===== src/rtl/pmu_pkg.sv =====
package pmu_pkg;
  localparam int unsigned NUM_IDX = 3;
  localparam int unsigned CYC_IDX = NUM_IDX - 1;
  localparam int unsigned CFG_EN_BIT = 31;
  localparam logic [1:0] BANK_COUNT = 2'd0;
  localparam logic [1:0] BANK_CFG   = 2'd1;
  localparam logic [1:0] BANK_SEL   = 2'd2;
  localparam logic [1:0] BANK_CTRL  = 2'd3;
  localparam logic [1:0] SLOT_STATUS = 2'd0;
  localparam logic [1:0] SLOT_IEN    = 2'd1;
endpackage


===== src/rtl/pmu_event_select.sv =====
module pmu_event_select #(
  parameter int unsigned NUM_THREADS = 4,
  parameter int unsigned NUM_EVENTS = 16,
  parameter int unsigned EV_W = 4,
  parameter int unsigned INC_W = 3,
  parameter logic [NUM_EVENTS-1:0] GLOBAL_EVENT_MASK = '0,
  parameter bit IS_CYCLE = 1'b0
) (
  input  logic                            clk,
  input  logic                            rst_n,
  input  logic [NUM_EVENTS*NUM_THREADS-1:0] ev_pulse_i,
  input  logic [NUM_THREADS-1:0]          active_i,
  input  logic [EV_W-1:0]                 ev_id_i,
  input  logic [NUM_THREADS-1:0]          sel_i,
  output logic [INC_W-1:0]                inc_o
);
  logic [NUM_THREADS-1:0] row;
  logic [NUM_THREADS-1:0] hits;
  logic                   glob;

  // Pick the pulse row of the chosen event without a variable part-select.
  always_comb begin
    row  = '0;
    glob = 1'b0;
    for (int e = 0; e < int'(NUM_EVENTS); e++) begin
      if (ev_id_i == EV_W'(e)) begin
        row  = ev_pulse_i[e*NUM_THREADS +: NUM_THREADS];
        glob = GLOBAL_EVENT_MASK[e];
      end
    end
  end

  always_comb begin
    if (IS_CYCLE) hits = active_i & sel_i;
    else if (glob) hits = row;
    else hits = row & sel_i;
  end

  always_comb begin
    inc_o = '0;
    for (int t = 0; t < int'(NUM_THREADS); t++) inc_o = inc_o + INC_W'(hits[t]);
  end

  p_inc_bound_r3: assert property (@(posedge clk) disable iff (!rst_n)
    int'(inc_o) <= int'(NUM_THREADS));
  p_unsel_quiet_r3: assert property (@(posedge clk) disable iff (!rst_n)
    (!IS_CYCLE && sel_i == '0 && !glob) |-> inc_o == '0);
  p_cyc_idle_r1: assert property (@(posedge clk) disable iff (!rst_n)
    (IS_CYCLE && active_i == '0) |-> inc_o == '0);
endmodule


===== src/rtl/pmu_counter_slice.sv =====
module pmu_counter_slice #(
  parameter int unsigned CNT_W = 24,
  parameter int unsigned INC_W = 3,
  parameter bit WRITE_PRELOAD = 1'b1
) (
  input  logic             clk,
  input  logic             rst_n,
  input  logic             en_i,
  input  logic             wr_i,
  input  logic [CNT_W-1:0] wdata_i,
  input  logic [INC_W-1:0] inc_i,
  output logic [CNT_W-1:0] cnt_o,
  output logic             wrap_o
);
  logic [CNT_W-1:0] cnt_q;
  logic [CNT_W-1:0] load_val;
  logic [CNT_W:0]   sum;

  generate
    if (WRITE_PRELOAD) begin : g_preload
      assign load_val = wdata_i;
    end else begin : g_clear_only
      logic unused_wdata;
      assign unused_wdata = ^wdata_i;
      assign load_val = '0;
    end
  endgenerate

  assign sum    = {1'b0, cnt_q} + (CNT_W+1)'(inc_i);
  assign wrap_o = en_i && !wr_i && sum[CNT_W];
  assign cnt_o  = cnt_q;

  always_ff @(posedge clk) begin
    if (!rst_n) cnt_q <= '0;
    else if (wr_i) cnt_q <= load_val;
    else if (en_i) cnt_q <= sum[CNT_W-1:0];
  end

  p_hold_when_off_r7: assert property (@(posedge clk) disable iff (!rst_n)
    (!en_i && !wr_i) |=> $stable(cnt_q));
  p_write_wins_r6: assert property (@(posedge clk) disable iff (!rst_n)
    wr_i |=> cnt_q == (WRITE_PRELOAD ? $past(wdata_i) : CNT_W'(0)));
  p_wrap_lands_low_r2: assert property (@(posedge clk) disable iff (!rst_n)
    wrap_o |=> cnt_q < CNT_W'($past(inc_i)));
  p_no_wrap_grows_r2: assert property (@(posedge clk) disable iff (!rst_n)
    (en_i && !wr_i && !wrap_o) |=> cnt_q >= $past(cnt_q));
endmodule


===== src/rtl/pmu_event_counters.sv =====
module pmu_event_counters
  import pmu_pkg::*;
#(
  parameter int unsigned NUM_THREADS = 4,
  parameter int unsigned NUM_EVENTS = 16,
  parameter int unsigned CNT_W = 24,
  parameter logic [NUM_EVENTS-1:0] GLOBAL_EVENT_MASK = 16'hC000,
  parameter bit WRITE_PRELOAD = 1'b1
) (
  input  logic                              clk,
  input  logic                              rst_n,
  input  logic [NUM_EVENTS*NUM_THREADS-1:0] ev_pulse_i,
  input  logic [NUM_THREADS-1:0]            thr_active_i,
  input  logic                              reg_wr_i,
  input  logic [7:0]                        reg_addr_i,
  input  logic [31:0]                       reg_wdata_i,
  output logic [31:0]                       reg_rdata_o,
  output logic                              irq_o
);
  localparam int unsigned EV_W  = (NUM_EVENTS > 1) ? $clog2(NUM_EVENTS) : 1;
  localparam int unsigned INC_W = $clog2(NUM_THREADS + 1);

  logic [EV_W-1:0]        ev_q   [NUM_IDX];
  logic [NUM_THREADS-1:0] sel_q  [NUM_IDX];
  logic [NUM_IDX-1:0]     en_q;
  logic [NUM_IDX-1:0]     ien_q;
  logic [NUM_IDX-1:0]     status_q;
  logic [NUM_IDX-1:0]     wrap;
  logic [NUM_IDX-1:0]     cnt_wr;
  logic [NUM_IDX-1:0]     st_clr;
  logic [CNT_W-1:0]       cnt    [NUM_IDX];
  logic [INC_W-1:0]       inc    [NUM_IDX];

  logic       aligned;
  logic [1:0] bank;
  logic [1:0] slot;
  logic       unused_wdata;

  assign aligned = !reg_addr_i[7] && (reg_addr_i[2:0] == 3'b000);
  assign bank    = reg_addr_i[6:5];
  assign slot    = reg_addr_i[4:3];
  assign unused_wdata = ^reg_wdata_i;

  always_comb begin
    for (int i = 0; i < int'(NUM_IDX); i++)
      cnt_wr[i] = reg_wr_i && aligned && bank == BANK_COUNT && slot == 2'(i);
    st_clr = (reg_wr_i && aligned && bank == BANK_CTRL && slot == SLOT_STATUS)
             ? reg_wdata_i[NUM_IDX-1:0] : '0;
  end

  // Configuration registers.
  always_ff @(posedge clk) begin
    if (!rst_n) begin
      for (int i = 0; i < int'(NUM_IDX); i++) begin
        ev_q[i]  <= '0;
        sel_q[i] <= '0;
      end
      en_q  <= '0;
      ien_q <= '0;
    end else if (reg_wr_i && aligned) begin
      for (int i = 0; i < int'(NUM_IDX); i++) begin
        if (bank == BANK_CFG && slot == 2'(i)) begin
          ev_q[i] <= reg_wdata_i[EV_W-1:0];
          en_q[i] <= reg_wdata_i[CFG_EN_BIT];
        end
        if (bank == BANK_SEL && slot == 2'(i)) sel_q[i] <= reg_wdata_i[NUM_THREADS-1:0];
      end
      if (bank == BANK_CTRL && slot == SLOT_IEN) ien_q <= reg_wdata_i[NUM_IDX-1:0];
    end
  end

  // Sticky overflow flags: a fresh wrap outranks a clear.
  always_ff @(posedge clk) begin
    if (!rst_n) status_q <= '0;
    else status_q <= (status_q & ~st_clr) | wrap;
  end

  assign irq_o = |(status_q & ien_q);

  generate
    for (genvar i = 0; i < int'(NUM_IDX); i++) begin : g_idx
      pmu_event_select #(
        .NUM_THREADS(NUM_THREADS), .NUM_EVENTS(NUM_EVENTS), .EV_W(EV_W),
        .INC_W(INC_W), .GLOBAL_EVENT_MASK(GLOBAL_EVENT_MASK),
        .IS_CYCLE(i == int'(CYC_IDX))
      ) u_sel (
        .clk(clk), .rst_n(rst_n), .ev_pulse_i(ev_pulse_i), .active_i(thr_active_i),
        .ev_id_i(ev_q[i]), .sel_i(sel_q[i]), .inc_o(inc[i])
      );
      pmu_counter_slice #(
        .CNT_W(CNT_W), .INC_W(INC_W), .WRITE_PRELOAD(WRITE_PRELOAD)
      ) u_cnt (
        .clk(clk), .rst_n(rst_n), .en_i(en_q[i]), .wr_i(cnt_wr[i]),
        .wdata_i(reg_wdata_i[CNT_W-1:0]), .inc_i(inc[i]), .cnt_o(cnt[i]), .wrap_o(wrap[i])
      );

      p_sticky_r10: assert property (@(posedge clk) disable iff (!rst_n)
        (status_q[i] && !(reg_wr_i && reg_addr_i == 8'h60 && reg_wdata_i[i])) |=> status_q[i]);
      p_wrap_flags_r2: assert property (@(posedge clk) disable iff (!rst_n)
        wrap[i] |=> status_q[i]);
    end
  endgenerate

  // Read path, free of side effects.
  always_comb begin
    reg_rdata_o = '0;
    if (aligned) begin
      case (bank)
        BANK_COUNT: if (int'(slot) < int'(NUM_IDX)) reg_rdata_o = 32'(cnt[slot]);
        BANK_CFG: if (int'(slot) < int'(NUM_IDX)) begin
          reg_rdata_o[EV_W-1:0]   = ev_q[slot];
          reg_rdata_o[CFG_EN_BIT] = en_q[slot];
        end
        BANK_SEL: if (int'(slot) < int'(NUM_IDX)) reg_rdata_o[NUM_THREADS-1:0] = sel_q[slot];
        default: begin
          if (slot == SLOT_STATUS) reg_rdata_o[NUM_IDX-1:0] = status_q;
          else if (slot == SLOT_IEN) reg_rdata_o[NUM_IDX-1:0] = ien_q;
        end
      endcase
    end
  end

  p_irq_masked_r10: assert property (@(posedge clk) disable iff (!rst_n)
    (ien_q == '0) |-> !irq_o);
endmodule


===== config.mk =====
export PLATFORM = sky130hd
export DESIGN_NAME = pmu_event_counters
export DESIGN_NICKNAME = d
export VERILOG_FILES = /design/src/rtl/pmu_pkg.sv /design/src/rtl/pmu_event_select.sv /design/src/rtl/pmu_counter_slice.sv /design/src/rtl/pmu_event_counters.sv
export SDC_FILE = /design/constraint.sdc
export NUM_CORES = 1
export LEC_CHECK = 0
export ABC_CLOCK_PERIOD_IN_PS = 4100
export BUFFER_PORTS_ARGS = -buffer_cell sky130_fd_sc_hd__buf_2
export CAP_MARGIN = 25
export CORE_ASPECT_RATIO = 0.75
export CORE_MARGIN = 1
export CORE_UTILIZATION = 50
export CTS_CLUSTER_DIAMETER = 60
export DETAILED_ROUTE_END_ITERATION = 10
export HOLD_SLACK_MARGIN = 0.03
export PLACE_DENSITY_LB_ADDON = 0.2
export SLEW_MARGIN = 20
export SYNTH_ARGS = -nofsm -noshare
export SYNTH_HDL_FRONTEND = slang
export SYNTH_SLANG_ARGS = --single-unit

===== constraint.sdc =====
create_clock -name clk -period 4.1 [get_ports clk]
set_input_delay 0.615 -clock clk [delete_from_list [all_inputs] [get_ports clk]]
set_output_delay 0.615 -clock clk [all_outputs]
set_load 0.02 [all_outputs]

# Word-level counts from Yosys, hierarchy flattened
# Memory sizes are Yosys's and may differ from the RTL's.
# Index checks and enable logic that the tools add are counted.
# Widths: inputs -> output; s select.
[word_totals] ramBits=24 register_bits=81 output_inout_bits=33 input_bits=111 word_cells=204 mem_count=2
[memory_table] memory="ev_q" depth=3 width=4 read_ports=3 rd_clocked_by_memory_dff=0 write_ports=3 line_no="pmu_event_counters.sv:23" text="logic [EV_W-1:0] ev_q [NUM_IDX];"
[memory_table] memory="sel_q" depth=3 width=4 read_ports=4 rd_clocked_by_memory_dff=0 write_ports=3 line_no="pmu_event_counters.sv:24" text="logic [NUM_THREADS-1:0] sel_q [NUM_IDX];"
[classes] n_reduce_logical=38 bitwise=14 n_mux=92 order_cmp=3 n_addsub=12 n_eq_ne=35
[ops] cell="$mux 24" count=9
[ops] cell="$mux 4" count=42
[ops] cell="$add 24x3->25" count=3
[ops] cell="$eq 4x4->1 const B" count=16
[ops] cell="$bmux 24 s2" count=1
[ops] cell="$eq 4x3->1 const B" count=8
[ops] cell="$mux 32" count=1
[ops] cell="$mux 1" count=31
[ops] cell="$mux 27" count=1
[ops] cell="$logic_and 1x1->1" count=21
[ops] cell="$add 3x1->3" count=6
[ops] cell="$eq 4x2->1 const B" count=4
[ops] cell="$and 4x4->4" count=3
[ops] cell="$mux 3" count=3
[ops] cell="$pmux 3 s3" count=1
[ops] cell="$eq 4x1->1 const B" count=2
[ops] cell="$logic_not 4->1" count=2
[ops] cell="$reduce_and 2->1" count=4
[ops] cell="$add 1x1->2" count=3
[ops] cell="$and 3x3->3" count=2
[ops] cell="$eq 2x2->1 const B" count=3
[ops] cell="$or 1x1->1" count=6
[ops] cell="$reduce_bool 2->1" count=3
[ops] cell="$eq 2x1->1 const B" count=2
[ops] cell="13 further kinds" count=17

# Logic depth before layout (Yosys ltp)
# Gate-level depths: netlist (run 1).
# An unclocked memory read counts as a cell.
[depth] depth_word=26 mapped_depth=20 ltp_nobuf=17

# Cells and area by module
# A second synthesis (run 1) with hierarchy kept.
[unflattened] hier_cells=994 area_unflattened_um2=8209.1
[modules_own_cells] mod="pmu_counter_slice" cells_each=162 seq_area_each_um2=480.5 area_per_inst_um2=1355.0 n_inst=3
[modules_own_cells] mod="pmu_event_counters" cells_each=269 seq_area_each_um2=900.9 area_per_inst_um2=2318.5 n_inst=1
[modules_own_cells] mod="pmu_event_select (g_idx[0].u_sel)" cells_each=114 seq_area_each_um2=0.0 area_per_inst_um2=917.1 n_inst=1
[modules_own_cells] mod="pmu_event_select (g_idx[1].u_sel)" cells_each=118 seq_area_each_um2=0.0 area_per_inst_um2=838.3 n_inst=1
[modules_own_cells] mod="pmu_event_select (g_idx[2].u_sel)" cells_each=7 seq_area_each_um2=0.0 area_per_inst_um2=70.1 n_inst=1

# Worst setup path after synthesis (run 1)
# Ideal clock, no wire load.
[synth_path] path_type="register to register" start="mem ev_q[0][0]" end="reg g_idx[0].u_cnt.cnt_q[5]" stages_incl_launch_ff=20 t_arrival_ns=4.342 period_less_slack_ns=4.428 path_slack_ns=-0.328 setup_ns=0.086 required_ns=4.014 path_buffers=4 cell_sequence="edfxtp_1 -> clkbuf_1 -> clkbuf_1 -> buf_1 -> nand2_1 -> o221ai_1 -> o2111ai_1 -> o21a_1 -> ha_1 -> inv_1 -> fa_1 -> inv_1 -> ha_1 -> ha_1 -> a211o_1 -> o211ai_1 -> clkbuf_1 -> nor2_1 -> xnor2_1 -> a211oi_1"
[synth_lines] item="start: declaration" line_no="pmu_event_counters.sv:23"
[synth_lines] item="end signal: assignment" line_no="pmu_counter_slice.sv:35" text="else if (wr_i) cnt_q <= load_val;"
[synth_lines] item="end signal: assignment" line_no="pmu_counter_slice.sv:36" text="else if (en_i) cnt_q <= sum[CNT_W-1:0];"
[synth_lines] item="end: declaration" line_no="pmu_counter_slice.sv:15" text="logic [CNT_W-1:0] cnt_q;"

==> results of run 1 <==
-- area by class of cell --
type / count / area (µm²)
inverter: 44 / 168.9
clock buffer: 10 / 229.0
sequential: 105 / 2342
tap: 205 / 256.5
timing repair buffer: 241 / 1585
fill: 1358 / 5253
clock inverter: 6 / 35.03
multi-input combinational: 786 / 5453
-- power breakdown --
group	switching (mW)	internal (mW)
Clock	0.394	0.408
Sequential	0.0152	1.07
Combinational	0.299	0.229
-- flip-flops by register name (all words and copies together) (netlist names) --
| signal | cells |
|---|---|
| ien_q | 3 |
| sel_q | 12 |
| g_idx.u_cnt.cnt_o | 72 |
| ev_q | 12 |
| status_q | 3 |
| en_q | 3 |
-- cells by family after synthesis --
kind of cell | after synthesis | share of synthesized area (%)
AO/OA/AOI/OAI | 282 | 21.31
XOR/XNOR | 65 | 7.194
adder cells (fa/ha/maj) | 18 | 3.510
buffers and inverters | 123 | 6.577
flip-flops | 105 | 29.60
multiplexers | 74 | 10.39
other | 1 | 0.04739
AND/OR/NAND/NOR | 340 | 21.38
-- per-layer routing --
layer	vias to the layer above	global-route usage, %	share of wire (%)
met3	34	11.93	13
li1	3968	-	-
met4	0	4.674	1.1
met2	413	44.78	40
met5	-	0	0
met1	3965	51.45	46
-- cells in the final DEF (no fill, tap or decap), types with 34 or more instances in the layout --
cell and n:
nor2_1 113, buf_2 130, a21oi_1 102, mux2i_1 63
nand2_1 55, dfxtp_1 81, inv_1 34, xnor2_1 54
buf_4 98, o21ai_0 87
-- cells in the mapped netlist, drive strengths merged (10+ instances only) --
cell type	instances
a211oi	23
a21oi	102
and2	15
and4	10
buf	21
clkbuf	58
dfxtp	81
edfxtp	24
ha	11
inv	43
mux2i	63
nand2	55
nand2b	11
nand3	29
nand4	12
nor2	121
nor2b	17
nor3	23
nor4	14
o211ai	10
o21ai	91
xnor2	56
-- through the flow --
stage	worst slack (ns)	hold slack, ns
4_1_cts	-0.02748	0.4772
3_5_place_dp	-0.4982	0.4672
6_report	-0.05346	0.4801
5_1_grt	-0.1502	0.5041
3_3_place_gp	-0.4430	0.4642
2_1_floorplan	0.03651	0.4436
-- tightest hold or removal path: cells and delay by family (launching register included) --
family | cells | cell delay, ns
AND/OR/NAND/NOR | 1 | 0.06
AO/OA/AOI/OAI | 1 | 0.05
flip-flops | 1 | 0.32
-- worst paths after layout --
kind / depth (start not counted) / to / slack, ns / from
hold / removal: 2 / status_q[1]$_SDFF_PN0_ / 0.48 / status_q[1]$_SDFF_PN0_
setup / recovery: 19 / g_idx[1].u_cnt.cnt_o[22]$_SDFFE_PN0P_ / -0.05 / ev_q[1][0]$_DFFE_PP_
setup reg to reg: 19 / g_idx[1].u_cnt.cnt_o[22]$_SDFFE_PN0P_ / -0.05 / ev_q[1][0]$_DFFE_PP_
hold reg to reg: 2 / status_q[1]$_SDFF_PN0_ / 0.48 / status_q[1]$_SDFF_PN0_
-- what timing repair did --
| item | in CTS | in global routing |
|---|---|---|
| endpoints found under the setup margin | 40 | 44 |
| gates resized for setup | 27 | 67 |
| pin swaps | 12 | 45 |
| hold endpoints to repair | 0 | 0 |
| setup buffers | 4 | 4 |
| cloned | 0 | 1 |
==> out/results.txt, run 1 <==
Cell Area, Synth: 7914 µm²
Core Area: 15320 µm²
Top delay family on crit path: adder cells
Worst-Skew Late Latency: 0.35 ns
RSZ-0062 raised after global routing: yes
Register area share after synthesis: 29.60%
Overall power: 2.414 mW
Post-synth ARST share: 0%
Failing checks: negative setup slack
Worst Setup Slack, final: -0.05346 ns
Most used cell along the critical path: inv_2
Final wirelength: 28.13 mm
Slowest stage delay, CP: 0.50 ns
Period minus WS final: 4.153 ns
DRC: 0
CP Data Arrival Time: 4.37 ns
DIE HEIGHT: 111.0 µm
Placed Area: 9295 µm²
Req. time, crit path: 4.31 ns
Critical path capture point type: flip-flop
Iteration-0 DRC Markers: 912
Via Count: 8380
Placed insts: 1371
Routed wire length per instance: 20.13 µm
Maximum VDD drop: 217.4 µV
Fin Clk Skew: 0.006942 ns
CP Buf/Inv Count: 5
CTS clock-pin slew for the worst setup and hold paths: 0.07 ns
Yosys cell types: 66
Slew headroom: 40.00%
Synth top area share: 20.49%
Port Buffers: 129
Io pins: 144
Root Buffer: clkbuf_16
Final core utilization: 65.72%
Fin area: 10070 µm²
Iteration count of the initial detailed-routing pass: 6
Max FO, Critical Path: 4
Die X: 147.3 µm
Pin count of the biggest net entering global routing: 49
Pins Over Slew Limit: 0
Slowest CP cell: mux4_2
Max_cap viols: 0
Initial Util: 51.65%
Initial antenna violation count: 0
Leakage: 3.863 nW
Kind of critical path: reg -> reg
Diode count: 0
Cell count after synthesis: 1008
Post-route ant nets: 0
Aggregate global-route resource usage: 33.49%
Final Hold Fails: 0
Flops & latches, synth: 105
Core Rows: 39
Tcrit/Tclk final: 101.3%
Maximum root-to-sink buffer count: 2
Post-synth top area cell: dfxtp_1
GPL Wtd Cong: 0.9935
CTS H-tree depth: 3
TritonCTS buffer count: 9
Total grt overflow: 0
Share of layout cells above drive strength 1: 28.19%
Pwr/cell area: 239.7 nW/µm²
DIE AREA: 16340 µm²
Post-synth EDFFs: 24
Synth area leaders: dfxtp_1 20%, edfxtp_1 9.1%, mux2i_1 8.0%, a21oi_1 6.5%, xnor2_1 6.2%
Global-route wire length before repair: 42.08 mm
Layout area overhead: 27.24%
Fmax: 240.8 MHz
Status: finished with violations
Hold crit path type: reg -> reg
Final setup viols: 3
Crit path cell chain: buf_6, mux4_2, nor2b_4, a31oi_1, or2_4, a31oi_4, ha_4, inv_2, fa_2, inv_2, ha_4, inv_2, fa_2, nor2b_4, buf_4, o21ai_4, nor4_2, xnor2_1, a21oi_1
Tightest Pin Transition: 0.8973 ns
Dominant synthesized flop cell: dfxtp_1
Worst setup SP type: flip-flop
Dpl hpwl: 21.04 mm
Non-filler cells in the finished layout: 1397
CTS tree: yes
Fin Setup TNS: -0.07677 ns
Hold buffers post-CTS: 0
Vias per cell: 5.999
Vias in the first global route: 7520
Clock sink total: 105
Syn. warnings: 0
Average cell area after synthesis: 7.851 µm²
Final nets: 1316
Power figures use the tool's default switching activity.
==> run 2, diff against run 1 <==
--- a/config.mk
+++ b/config.mk
@@ -15,6 +15,7 @@
 export DETAILED_ROUTE_END_ITERATION = 10
 export HOLD_SLACK_MARGIN = 0.03
 export PLACE_DENSITY_LB_ADDON = 0.2
+export RECOVER_POWER = 25
 export SLEW_MARGIN = 20
 export SYNTH_ARGS = -nofsm -noshare
 export SYNTH_HDL_FRONTEND = slang
==> out/results.txt, run 2 (synthesized netlist as in run 1, its figures left out) <==
Status: finished with violations
Failing checks: negative setup slack
Core Area: 15320 µm² (unchanged)
Placed insts: 1371 (unchanged)
Tcrit/Tclk final: 101.1% (-0.16 points)
Global-route wire length before repair: 42.08 mm (unchanged)
CTS H-tree depth: 3 (unchanged)
Iteration-0 DRC Markers: 844 (-7.5%)
Pins Over Slew Limit: 0 (unchanged)
GPL Wtd Cong: 0.9935 (unchanged)
DIE HEIGHT: 111.0 µm (unchanged)
Worst setup SP type: flip-flop
Worst-Skew Late Latency: 0.35 ns (about the same)
Grt met1 use: 51.45% (unchanged)
Slew headroom: 40.15% (+0.15 points)
M3 GR Usage: 11.93% (unchanged)
Root Buffer: clkbuf_16
Dpl hpwl: 21.04 mm (unchanged)
RSZ-0062 raised after global routing: yes
Vias in the first global route: 7520 (unchanged)
Final nets: 1316 (unchanged)
Initial antenna violation count: 0 (unchanged)
Final setup viols: 3 (unchanged)
Via Count: 8318 (-0.74%)
CP Data Arrival Time: 4.36 ns (about the same)
CTS clock-pin slew for the worst setup and hold paths: 0.07 ns (about the same)
Core Rows: 39 (unchanged)
Max FO, Critical Path: 4 (unchanged)
Pin count of the biggest net entering global routing: 49 (unchanged)
CTS tree: yes
Fmax: 241.2 MHz (+0.16%)
Final wirelength: 28.07 mm (-0.19%)
Most frequent cells in the layout: 128 x buf_2, 113 x nor2_1, 102 x a21oi_1, 98 x buf_4, 87 x o21ai_0
Critical path capture point type: flip-flop
Vias per cell: 5.954 (-0.74%)
DIE AREA: 16340 µm² (unchanged)
Leading cell type in the layout, fill and taps excluded: buf_2
Iteration count of the initial detailed-routing pass: 6 (unchanged)
Maximum VDD drop: 217.1 µV (-0.15%)
Overall power: 2.412 mW (about the same)
Req. time, crit path: 4.31 ns (about the same)
Non-filler cells in the finished layout: 1397 (unchanged)
Hold crit path type: reg -> reg
DRC: 0 (unchanged)
Pwr/cell area: 239.6 nW/µm² (about the same)
Final core utilization: 65.70% (about the same)
Diode count: 0 (unchanged)
Port Buffers: 129 (unchanged)
Most Crowded Layer GR: met1
Kind of critical path: reg -> reg
Max_cap viols: 0 (unchanged)
Routed wire length per instance: 20.09 µm (-0.19%)
Met2 usage: 44.78% (unchanged)
Tightest Pin Transition: 0.8950 ns (-0.002255 ns)
TritonCTS buffer count: 9 (unchanged)
Io pins: 144 (unchanged)
Total grt overflow: 0 (unchanged)
Worst hold margin: 0.4860 ns (+0.005833 ns)
Maximum root-to-sink buffer count: 2 (unchanged)
Initial Util: 51.65% (unchanged)
Die X: 147.3 µm (unchanged)
Worst Setup Slack, final: -0.04674 ns (+0.006715 ns)
Layout area overhead: 27.21% (about the same)
Max reg flops: 72 (unchanged)
Fin Clk Skew: 0.005657 ns (-0.001285 ns)
Post-route ant nets: 0 (unchanged)
Period minus WS final: 4.147 ns (-0.006716 ns)
Aggregate global-route resource usage: 33.49% (unchanged)
Leakage: 3.848 nW (-0.40%)
Share of layout cells above drive strength 1: 28.02% (-0.17 points)
Clock sink total: 105 (unchanged)
Final Hold Fails: 0 (unchanged)
==> run 2: changes by cell type in the layout (fill, tap and decap cells not counted) <==
cell,previous run,this run
and2_1,15,7
and2_0,0,8
clkbuf_1,1,3
buf_2,130,128
==> run 2: layer usage <==
metal | vias to the layer above | wire, µm
li1 | 3970 | -
met1 | 3903 | 12840
met2 | 414 | 11290
met3 | 31 | 3651
met4 | 0 | 288
met5 | - | 0
==> run 2: critical path: stages (launching register included) <==
cell and delay [ns]:
edfxtp_1 0.48, buf_6 0.14, mux4_2 0.49, nor2b_4 0.14, a31oi_1 0.14, or2_4 0.16, a31oi_4 0.08, ha_4 0.29
inv_2 0.04, fa_2 0.46, inv_2 0.08, ha_4 0.13, inv_2 0.04, fa_2 0.37, nor2b_4 0.18, buf_4 0.14
o21ai_4 0.07, nor4_2 0.33, xnor2_1 0.17, a21oi_1 0.09
==> run 2: area by class of cell <==
type,instances,area [µm²]
multi-input cells,786,5453
fillers,1359,5255
flip-flops and latches,105,2342
repair buffers,241,1583
well taps,205,256.5
clock buffers,10,229.0
inverters,44,168.9
clock inverters,6,35.03
==> run 2: metrics by stage <==
| stage | cell area [µm²] | setup TNS [ns] | worst slack [ns] |
|---|---|---|---|
| after floorplan | 7946 | 0 | 0.03651 |
| after global placement | 9295 | -8.769 | -0.4430 |
| after detailed placement | 9295 | -10.60 | -0.4982 |
| after CTS | 9703 | -0.08210 | -0.02748 |
| after global routing | 10070 | -2.616 | -0.1502 |
| final | 10070 | -0.07345 | -0.04674 |
==> run 2: report_power, final <==
group / internal, mW / switching (mW)
Combinational: 0.229 / 0.297
Sequential: 1.07 / 0.0151
Clock: 0.408 / 0.394
==> run 2: final timing paths <==
kind                     startpoint                                    end  slack [ns]  cells past startpoint
min reg2reg  status_q[1]$_SDFF_PN0_                 status_q[1]$_SDFF_PN0_        0.49                      2
min          status_q[1]$_SDFF_PN0_                 status_q[1]$_SDFF_PN0_        0.49                      2
max            ev_q[1][0]$_DFFE_PP_  g_idx[1].u_cnt.cnt_o[22]$_SDFFE_PN0P_       -0.05                     19
max reg2reg    ev_q[1][0]$_DFFE_PP_  g_idx[1].u_cnt.cnt_o[22]$_SDFFE_PN0P_       -0.05                     19
==> run 2: repair_timing <==
| action | 4_1_cts | 5_1_grt |
|---|---|---|
| setup buffers | 4 | 4 |
| gates resized for setup | 27 | 67 |
| pin swaps | 12 | 45 |
| hold buffers | 0 | 0 |
| endpoints found under the setup margin | 40 | 44 |
| cloned | 0 | 1 |
| endpoints found under the hold margin | 0 | 0 |
==> run 3, diff against run 2 <==
--- a/config.mk
+++ b/config.mk
@@ -19,4 +19,5 @@
 export SLEW_MARGIN = 20
 export SYNTH_ARGS = -nofsm -noshare
 export SYNTH_HDL_FRONTEND = slang
+export SYNTH_HIERARCHICAL = 1
 export SYNTH_SLANG_ARGS = --single-unit
==> out/results.txt, run 3 <==
Leading cell type in the layout, fill and taps excluded: buf_2
Final wirelength: 27.93 mm (-0.51%)
Max_cap viols: 1 (+1)
Maximum root-to-sink buffer count: 2 (unchanged)
Pwr/cell area: 258.7 nW/µm² (+8.0%)
Seq. cell area: 2342 µm² (unchanged)
Post-route ant nets: 0 (unchanged)
Aggregate global-route resource usage: 32.44% (-1.1 points)
Dominant synthesized flop cell: dfxtp_1
Vias per cell: 6.206 (+4.2%)
Hold crit path type: reg -> reg
Initial antenna violation count: 0 (unchanged)
Worst setup SP type: flip-flop
Most common cell in the synthesized netlist: o21ai_0
Req. time, crit path: 4.35 ns (+0.04 ns)
Post-Place Worst Slack: -0.2111 ns (+0.2871 ns)
Period minus WS final: 4.128 ns (-0.01907 ns)
GPL Wtd Cong: 1.014 (+2.0%)
Iteration-0 DRC Markers: 882 (+4.5%)
Final nets: 1283 (-2.5%)
Critical Path Sink: g_idx[0].u_cnt/cnt_o[10]$_SDFFE_PN0P_
Synth top area share: 19.75% (-0.74 points)
Worst-Skew Late Latency: 0.36 ns (about the same)
Critical path capture point type: flip-flop
Post-synth ARST share: 0% (unchanged)
Yosys cell types: 80 (+21%)
Dpl hpwl: 21.15 mm (+0.51%)
Max FO, Critical Path: 13 (+9)
Routed wire length per instance: 20.45 µm (+1.7%)
Diode count: 0 (unchanged)
Pin count of the biggest net entering global routing: 41 (-16%)
Fin Clk Skew: 0.009268 ns (+0.003610 ns)
Most frequent cells in the layout: 127 x buf_2, 102 x o21ai_0, 100 x a21oi_1, 82 x nand2_1, 81 x dfxtp_1
Non-filler cells in the finished layout: 1366 (-2.2%)
CP Data Arrival Time: 4.38 ns (+0.02 ns)
Reg-to-Reg End: g_idx[0].u_cnt/cnt_o[10]$_SDFFE_PN0P_
Most used cell along the critical path: fa_1
Tightest Pin Transition: 1.594 ns (+0.6991 ns)
Final setup viols: 4 (+1)
Post-synth top area cell: dfxtp_1
Average cell area after synthesis: 8.259 µm² (+5.2%)
Maximum VDD drop: 175.6 µV (-19%)
Register area share after synthesis: 28.53% (-1.1 points)
Post-synth top cells: 102 x o21ai_0, 101 x a21oi_1, 82 x nand2_1
Pins Over Slew Limit: 40 (+40)
Clock sink total: 105 (unchanged)
DIE HEIGHT: 113.0 µm (+1.8%)
Hold buffers post-CTS: 0 (unchanged)
Global-route wire length before repair: 41.63 mm (-1.1%)
Core Area: 16020 µm² (+4.5%)
Slowest CP cell: fa_1
Status: finished with violations
Flops & latches, synth: 105 (unchanged)
Slew headroom: -6.272% (-46 points)
Total grt overflow: 0 (unchanged)
Failing checks: max-capacitance violations, max-slew violations, negative setup slack
Core Rows: 40 (+2.6%)
Placed Area: 9271 µm² (-0.26%)
Multi-input gate area: 5633 µm² (+3.3%)
Overall power: 2.569 mW (+6.5%)
Cell Area, Synth: 8209 µm² (+3.7%)
CTS H-tree depth: 3 (unchanged)
Filler cell count: 1457 (+7.2%)
Initial Util: 51.26% (-0.39 points)
Reg2reg setup slack: -0.03 ns (+0.02 ns)
Fin area: 9928 µm² (-1.4%)
Die X: 150.0 µm (+1.8%)
Crit Reg-Reg Startpoint: ev_q[0][0]$_DFFE_PP_
Crit path cell chain: buf_12, mux2_4, a221oi_4, o41ai_2, buf_4, a211o_1, fa_1, ha_2, ha_1, fa_1, a21o_1, and2_1, nand3_1, xor2_1, a21oi_1
Fmax: 242.3 MHz (+0.46%)
Tcrit/Tclk final: 100.7% (-0.47 points)
Synth area leaders: dfxtp_1 20%, edfxtp_1 8.8%, mux2i_1 7.3%, o21ai_0 6.2%, a21oi_1 6.2%
Max reg flops: 72 (unchanged)
TritonCTS buffer count: 9 (unchanged)
Iteration count of the initial detailed-routing pass: 5 (-1)
Post-synth EDFFs: 24 (unchanged)
Layout area overhead: 20.94%
CTS tree: yes
Cell count after synthesis: 994 (-1.4%)
Root Buffer: clkbuf_16
Share of layout cells above drive strength 1: 25.69% (-2.3 points)
DRC: 0 (unchanged)
Syn. warnings: 6 (+6)
CP Buf/Inv Count: 2 (-3)
Io pins: 144 (unchanged)
Port Buffers: 129 (unchanged)
Vias in the first global route: 7421 (-1.3%)
Final Hold Fails: 0 (unchanged)
DIE AREA: 16940 µm² (+3.7%)
Top delay family on crit path: adder cells
CTS clock-pin slew for the worst setup and hold paths: 0.08 ns (about the same)
CP Launch Point: ev_q[0][0]$_DFFE_PP_
Leakage: 3.933 nW (+2.2%)
Worst Setup Slack, final: -0.02767 ns (+0.01907 ns)
Fin Setup TNS: -0.06496 ns (+0.008493 ns)
Slowest stage delay, CP: 0.50 ns (about the same)
Placed insts: 1339 (-2.3%)
Kind of critical path: reg -> reg
Via Count: 8477 (+1.9%)
Worst Reg-to-Reg Cells: 15 (-4)
Levels on crit path: 15 (-4)
RSZ-0062 raised after global routing: yes
[run 3: changes by cell type after synthesis, sizes merged, moves of 14 or more]
| cell | previous run | this run |
|---|---|---|
| a211oi | 23 | 8 |
| buf | 21 | 39 |
| clkbuf | 58 | 28 |
| inv | 43 | 14 |
| nand2 | 55 | 84 |
| nor2 | 121 | 75 |
| o211a | 0 | 14 |
| o21ai | 91 | 106 |
| xnor2 | 56 | 30 |
| xor2 | 9 | 33 |
[run 3: logic make-up after synthesis]
group                      share of synthesized area, %
buffers and inverters                             5.685
adders and majority gates                         3.749
and+or+nand+nor                                   22.41
DFF                                               28.53
xor gates and xnor gates                          6.722
other                                           0.04568
muxes                                             9.877
AOI/OAI and AO/OA                                 22.98
[run 3: stage by stage]
step           hold WS [ns]  utilization [%]
2_1_floorplan        0.4612                -
3_3_place_gp         0.4753            57.89
3_5_place_dp         0.4892            57.89
4_1_cts              0.4995            60.55
5_1_grt              0.5276            61.99
6_report             0.5009            61.99
[run 3: cell type report]
type,count,share of cell area [%]
inverters,18,0.7561
multi-input cells,810,56.74
well taps,210,2.647
clock inverters,6,0.9830
repair buffers,207,12.88
flip-flops and latches,105,23.59
clock buffers,10,2.407
[run 3: timing repair]
action                                  CTS  global route
endpoints found under the setup margin   24            41
cloned                                    0             1
hold endpoints to repair                  0             0
resized for setup                         7            35
pin swaps                                 0            11
buffers inserted                          5             5
[run 3: how the worst min path moves through the flow]
stage | start | to | slack [ns] | cells after the start
final | ien_q[2]$_SDFFE_PN0P_ | ien_q[2]$_SDFFE_PN0P_ | 0.50 | 2
after CTS | ien_q[2]$_SDFFE_PN0P_ | ien_q[2]$_SDFFE_PN0P_ | 0.50 | 2
after global placement | ien_q[2]$_SDFFE_PN0P_ | ien_q[2]$_SDFFE_PN0P_ | 0.48 | 2
after detailed placement | ien_q[2]$_SDFFE_PN0P_ | ien_q[2]$_SDFFE_PN0P_ | 0.49 | 2
after floorplan | en_q[0]$_SDFFE_PN0P_ | en_q[0]$_SDFFE_PN0P_ | 0.46 | 2
after global routing | ien_q[2]$_SDFFE_PN0P_ | ien_q[2]$_SDFFE_PN0P_ | 0.53 | 2
[run 3: power breakdown]
| part | leakage, nW | switching (mW) | internal, mW |
|---|---|---|---|
| clock | 0.164 | 0.416 | 0.560 |
| combinational | 2.89 | 0.287 | 0.218 |
| sequential | 0.880 | 0.0175 | 1.07 |
[run 3: metal layers]
| metal | global-route usage (%) | vias to the layer above | wire [µm] |
|---|---|---|---|
| li1 | - | 3981 | - |
| met1 | 51.10 | 3986 | 13160 |
| met2 | 42.62 | 467 | 10730 |
| met3 | 8.710 | 43 | 3565 |
| met4 | 7.475 | 0 | 471 |
| met5 | 0 | - | 0 |
[run 3: tightest hold or removal path, delay by kind of cell, from the launching register on]
family / cells / cell delay (ns)
compound gates: 1 / 0.07
simple gates: 1 / 0.06
flops: 1 / 0.33
